## src/rtl/rxq_pkg.sv

```systemverilog
package rxq_pkg;
    localparam int unsigned RXQ_BYTE_W = 8;

    typedef logic [RXQ_BYTE_W-1:0] rxq_byte_t;

    typedef enum logic [1:0] {
        INS_NONE  = 2'd0,
        INS_DATA  = 2'd1,
        INS_BRK   = 2'd2
    } rxq_ins_e;

    typedef struct packed {
        logic     flush;
        logic     pop;
        rxq_ins_e ins;
    } rxq_op_t;

    function automatic rxq_byte_t ins_byte(rxq_ins_e kind, rxq_byte_t data);
        return (kind == INS_BRK) ? '0 : data;
    endfunction
endpackage

```

## src/rtl/rxq_ctrl.sv

```systemverilog
module rxq_ctrl
    import rxq_pkg::*;
#(
    parameter int unsigned DEPTH = 4,
    localparam int unsigned CW = $clog2(DEPTH + 1),
    localparam int unsigned IW = (DEPTH > 1) ? $clog2(DEPTH) : 1
) (
    input  logic          clk,
    input  logic          rst,
    input  logic          rx_enable,
    input  logic          push_valid,
    input  logic          break_evt,
    input  logic          pop,
    input  logic          flush,
    input  logic          brk_clr,
    output rxq_op_t       op,
    output logic [IW-1:0] wr_idx,
    output logic [CW-1:0] count,
    output logic          rdy_q,
    output logic          full_q,
    output logic          accept,
    output logic          brk_q
);
    localparam logic [CW-1:0] FULL_CNT = CW'(DEPTH);

    logic [CW-1:0] after_pop;
    logic [CW-1:0] count_nxt;

    assign accept = rx_enable & ~full_q;

    always_comb begin
        op.flush = flush;
        op.pop   = pop & (count != '0);
        if (break_evt)
            op.ins = INS_BRK;
        else if (push_valid && accept)
            op.ins = INS_DATA;
        else
            op.ins = INS_NONE;

        after_pop = count - CW'(op.pop);
        wr_idx    = (after_pop == FULL_CNT) ? IW'(DEPTH - 1) : IW'(after_pop);

        if (op.flush)
            count_nxt = '0;
        else if (op.ins != INS_NONE && after_pop != FULL_CNT)
            count_nxt = after_pop + CW'(1);
        else
            count_nxt = after_pop;
    end

    always_ff @(posedge clk) begin
        if (rst) begin
            count  <= '0;
            rdy_q  <= 1'b0;
            full_q <= 1'b0;
            brk_q  <= 1'b0;
        end else begin
            count  <= count_nxt;
            rdy_q  <= (count_nxt != '0);
            full_q <= (count_nxt == FULL_CNT);
            if (break_evt)
                brk_q <= 1'b1;
            else if (brk_clr)
                brk_q <= 1'b0;
        end
    end
endmodule

```

## src/rtl/rxq_store.sv

```systemverilog
module rxq_store
    import rxq_pkg::*;
#(
    parameter int unsigned DEPTH = 4,
    localparam int unsigned IW = (DEPTH > 1) ? $clog2(DEPTH) : 1
) (
    input  logic          clk,
    input  rxq_op_t       op,
    input  logic [IW-1:0] wr_idx,
    input  rxq_byte_t     wr_data,
    output rxq_byte_t     head
);
    rxq_byte_t slot [DEPTH];

    for (genvar i = 0; i < DEPTH; i++) begin : g_slot
        rxq_byte_t shifted;
        rxq_byte_t nxt;

        if (i < DEPTH - 1) begin : g_mid
            always_comb shifted = op.pop ? slot[i+1] : slot[i];
        end else begin : g_last
            always_comb shifted = slot[i];
        end

        always_comb begin
            nxt = shifted;
            if (op.ins != INS_NONE && wr_idx == IW'(i))
                nxt = wr_data;
        end

        always_ff @(posedge clk) begin
            if (!op.flush)
                slot[i] <= nxt;
        end
    end

    assign head = slot[0];
endmodule

```

## src/rtl/rxq_break_fifo.sv

```systemverilog
module rxq_break_fifo
    import rxq_pkg::*;
#(
    parameter int unsigned DEPTH = 4,
    localparam int unsigned CW = $clog2(DEPTH + 1),
    localparam int unsigned IW = (DEPTH > 1) ? $clog2(DEPTH) : 1
) (
    input  logic            clk,
    input  logic            rst,
    input  logic            rx_enable,
    input  logic            push_valid,
    input  logic [7:0]      push_data,
    input  logic            break_evt,
    input  logic            pop,
    input  logic            flush,
    input  logic            brk_clr,
    output logic [7:0]      pop_data,
    output logic            rx_ready,
    output logic            fifo_full,
    output logic            rx_accept,
    output logic            brk_flag,
    output logic [CW-1:0]   occupancy
);
    rxq_op_t        op;
    logic [IW-1:0]  wr_idx;
    rxq_byte_t      head;

    rxq_ctrl #(.DEPTH(DEPTH)) ctrl_i (
        .clk        (clk),
        .rst        (rst),
        .rx_enable  (rx_enable),
        .push_valid (push_valid),
        .break_evt  (break_evt),
        .pop        (pop),
        .flush      (flush),
        .brk_clr    (brk_clr),
        .op         (op),
        .wr_idx     (wr_idx),
        .count      (occupancy),
        .rdy_q      (rx_ready),
        .full_q     (fifo_full),
        .accept     (rx_accept),
        .brk_q      (brk_flag)
    );

    rxq_store #(.DEPTH(DEPTH)) store_i (
        .clk     (clk),
        .op      (op),
        .wr_idx  (wr_idx),
        .wr_data (ins_byte(op.ins, push_data)),
        .head    (head)
    );

    assign pop_data = (occupancy != '0) ? head : '0;
endmodule

```

## config.mk

```make
export PLATFORM = sky130hd
export DESIGN_NAME = rxq_break_fifo
export DESIGN_NICKNAME = d
export VERILOG_FILES = /design/src/rtl/rxq_pkg.sv /design/src/rtl/rxq_ctrl.sv /design/src/rtl/rxq_store.sv /design/src/rtl/rxq_break_fifo.sv
export SDC_FILE = /design/constraint.sdc
export NUM_CORES = 1
export LEC_CHECK = 0
export ABC_AREA = 1
export ABC_CLOCK_PERIOD_IN_PS = 3500
export BUFFER_PORTS_ARGS = -buffer_cell sky130_fd_sc_hd__buf_2
export CAP_MARGIN = 25
export CORE_ASPECT_RATIO = 1.75
export CORE_MARGIN = 5
export CORE_UTILIZATION = 45
export CTS_CLUSTER_SIZE = 30
export DETAILED_ROUTE_END_ITERATION = 10
export PLACE_DENSITY = 0.72
export SLEW_MARGIN = 10
export SYNTH_ARGS = -nofsm -noshare
export SYNTH_HDL_FRONTEND = slang
export SYNTH_SLANG_ARGS = --single-unit
```

## constraint.sdc

```tcl
create_clock -name clk -period 3.5 [get_ports clk]
set_clock_uncertainty 0.2 [all_clocks]
set_input_delay 0.7 -clock clk [delete_from_list [all_inputs] [get_ports clk]]
set_output_delay 0.7 -clock clk [all_outputs]
set_load 0.05 [all_outputs]
```

==> results.json <==
{
  "route.met2.wl_um": 2300,
  "min_from": "ctrl_i.brk_q",
  "worst_ep_required_time_ns": 3.25,
  "timing_max_transition_violations_final": 0,
  "ys_async_sr_fraction_pct": 0,
  "final_cell_area_sq_um": 2271,
  "timing_worst_slew_pin_value_ns": 0.7149,
  "ant_nets": 0,
  "ctsHoldBuffers": 0,
  "cts-root-to-sink-buffers": 2,
  "period_needed_ns": 2.691,
  "clock-sinks": 38,
  "synthFlopType": "sky130_fd_sc_hd__edfxtp_1",
  "nFillCells": 384,
  "synth.lib_cells_used.distinct": 20,
  "period_share_pct": 76.87,
  "drt_pre_antenna_iters": 5,
  "grt_overflow": 0,
  "groute.usage.overall_pct": 14.58,
  "number_of_global_route_vias_before_repair": 1429,
  "floorplan.die_area_sq_um": 5781,
  "detail_route.wirelength.met1_um": 1298,
  "count_of_input_and_output_buffers": 30,
  "drc": 0,
  "wire_per_inst_um": 12.66,
  "final_setup_violation_count": 0,
  "outcome": "finished, final reports clean",
  "placedCellCount": 296,
  "final_hold_vios": 0,
  "core_area_sq_um": 4150,
  "finalWeightedCongestion": 0.8417,
  "grt_start_max_net_pins": 15,
  "met3_length_um": 169,
  "multi_input_area_sq_um": 685.7,
  "worst-path-max-fanout": 9,
  "worst_setup_path_start_kind": "flop",
  "effective_utilization_at_floorplan_pct": 46.79,
  "setup.worst_path.end_class": "flop",
  "insertion_delay_ns": 0.29,
  "number_of_enable_type_register_cells_in_the_synthesized_netlist": 32,
  "synth_seq_area_share_pct": 55.67,
  "die_width_um": 59.66,
  "p_per_area_nw_per_um2": 577.6,
  "cts_inserted_buffers": 5,
  "crit_type": "flop to flop",
  "ys_top_cells_by_area": "sky130_fd_sc_hd__edfxtp_1, sky130_fd_sc_hd__nand2_1, sky130_fd_sc_hd__inv_1",
  "post_cts.resized_instances": 0,
  "routed-via-count": 1447,
  "detail_route.vias_per_cell": 4.760,
  "layout.nets": 275,
  "total_leakage_power_nw": 1.134,
  "place_hpwl_um": 3033,
  "ir_drop_mv": 0.4439,
  "hp-class": "flop to flop",
  "rr_startpoint": "ctrl_i.count[0]",
  "arrival_ns": 2.44,
  "synth_area_sq_um": 1942,
  "design.portCount": 31,
  "die_height_um": 96.90,
  "finalSetupTns_ns": 0,
  "relSlewSlack_pct": 52.34,
  "yosys_register_bits": 38,
  "library_cell_with_the_highest_instance_count_after_synthesis": "sky130_fd_sc_hd__nand2_1",
  "cap_viol_max_count": 0,
  "place_ws_ns": 0.5074,
  "insertedDiodeCount": 0,
  "cts_setup_buffers": 0,
  "post_dp_cell_area_sq_um": 2138,
  "area.sequential_sq_um": 1081,
  "post_synth_inst_count": 218,
  "achievable-frequency_mhz": 371.7,
  "timing.final.ws_setup_ns": 0.8094,
  "synth.yosys.warnings": 0,
  "synthesis.area_per_instance_sq_um": 8.908,
  "setup_repair_after_global_routing_missed_its_margin": "false",
  "top_layer_used": "met4",
  "synthToLayoutAreaGrowth_pct": 16.95,
  "core.rowCount": 31,
  "cp-startpoint": "ctrl_i.count[0]",
  "grt_first_pass_wirelength_um": 6216,
  "htree_levels": 2,
  "first_iter_violations": 41,
  "detail_route.wirelength_um": 3848,
  "grt_antenna_before_repair": 0,
  "layoutNonFillerInstCount": 304,
  "final_util_pct": 54.72,
  "cts_tree": "built",
  "yosys-top-cells-count": "sky130_fd_sc_hd__nand2_1, sky130_fd_sc_hd__inv_1, sky130_fd_sc_hd__edfxtp_1, sky130_fd_sc_hd__nor2_1, sky130_fd_sc_hd__nand3_1",
  "clockRootBuffer": "sky130_fd_sc_hd__clkbuf_8",
  "final_layout_size_suffix_gt1_share_pct": 22.35,
  "synth.net_count": 239,
  "clkSlewWorstSetupHoldPaths_ns": 0.07,
  "netlist.area_leader.share_pct": 49.48,
  "netlist.top_cell.by_area": "sky130_fd_sc_hd__edfxtp_1"
}
[logic make-up (layout without fill, tap and decap cells)]
| logic type | count (synthesis) | in the layout | share of synthesized area [%] |
|---|---|---|---|
| AND/OR/NAND/NOR | 121 | 121 | 28.80 |
| AO/OA/AOI/OAI | 12 | 12 | 3.286 |
| buffers and inverters | 42 | 79 | 9.021 |
| flip-flops | 38 | 38 | 55.67 |
| adder cells (fa/ha/maj) | 5 | 5 | 3.222 |
[per-layer routing]
layer	GRT usage, %	vias up
met2	28.17	37
met1	12.88	655
li1	-	750
met5	0	-
met3	3.595	5
met4	6.655	0
[sequential cells by signal, indices dropped and copies added (netlist names)]
| name | flops |
|---|---|
| ctrl_i.count | 3 |
| ctrl_i.brk_q | 1 |
| store_i.slot | 32 |
| ctrl_i.rdy_q | 1 |
| ctrl_i.full_q | 1 |
[layout by cell type (no fill, tap or decap)]
master	instances
sky130_fd_sc_hd__nand3_4	3
sky130_fd_sc_hd__nor2_2	2
sky130_fd_sc_hd__nand3_1	8
sky130_fd_sc_hd__buf_4	1
sky130_fd_sc_hd__buf_2	30
sky130_fd_sc_hd__clkinv_1	1
sky130_fd_sc_hd__nand2_2	5
sky130_fd_sc_hd__ha_1	5
sky130_fd_sc_hd__nor2_8	1
sky130_fd_sc_hd__nor2_1	21
sky130_fd_sc_hd__nand2_4	2
sky130_fd_sc_hd__nand2_1	77
sky130_fd_sc_hd__inv_2	4
sky130_fd_sc_hd__o21ai_0	1
sky130_fd_sc_hd__dfxtp_1	6
sky130_fd_sc_hd__nand4_1	2
sky130_fd_sc_hd__a21oi_1	3
sky130_fd_sc_hd__inv_1	35
sky130_fd_sc_hd__edfxtp_1	32
sky130_fd_sc_hd__o21ai_1	7
sky130_fd_sc_hd__bufinv_16	2
sky130_fd_sc_hd__clkbuf_8	5
sky130_fd_sc_hd__a21oi_2	1
sky130_fd_sc_hd__inv_4	1
[final timing paths]
kind                             end  slack, ns  cells after the start
setup / recovery  store_i.slot[0][3]       0.81                     11
hold / removal          ctrl_i.brk_q       0.26                      2
setup reg to reg  store_i.slot[0][3]       0.81                     11
hold reg to reg         ctrl_i.brk_q       0.26                      2
[report_power, final]
group	switching (mW)	internal, mW
Clock	0.151	0.282
Sequential	0.0126	0.547
Combinational	0.235	0.0850
[per-stage QoR]
stage / hold slack (ns) / total power, mW
after global placement: 0.2485 / 0.8818
after global routing: 0.2942 / 1.375
after detailed placement: 0.2548 / 0.8919
after CTS: 0.2649 / 1.325
after floorplan: 0.2939 / 0.8189
final: 0.2572 / 1.312
[final cells by class]
type | instances | area share [%]
clock inverters | 3 | 2.810
multi-input cells | 138 | 30.19
inverters | 40 | 6.722
flip-flops and latches | 38 | 47.60
clock buffers | 5 | 3.030
repair buffers | 31 | 6.942
well taps | 49 | 2.700
[worst max-delay path, cell delays in order (launching register included)]
cell                      delay, ns
sky130_fd_sc_hd__dfxtp_1       0.34
sky130_fd_sc_hd__nor2_1        0.13
sky130_fd_sc_hd__nand2_2       0.09
sky130_fd_sc_hd__nand3_4       0.08
sky130_fd_sc_hd__inv_1         0.05
sky130_fd_sc_hd__ha_1          0.37
sky130_fd_sc_hd__ha_1          0.27
sky130_fd_sc_hd__nand3_4       0.13
sky130_fd_sc_hd__nand3_4       0.15
sky130_fd_sc_hd__nor2_8        0.17
sky130_fd_sc_hd__nor2_2        0.05
sky130_fd_sc_hd__nor2_2        0.33
Power figures use the tool's default switching activity.
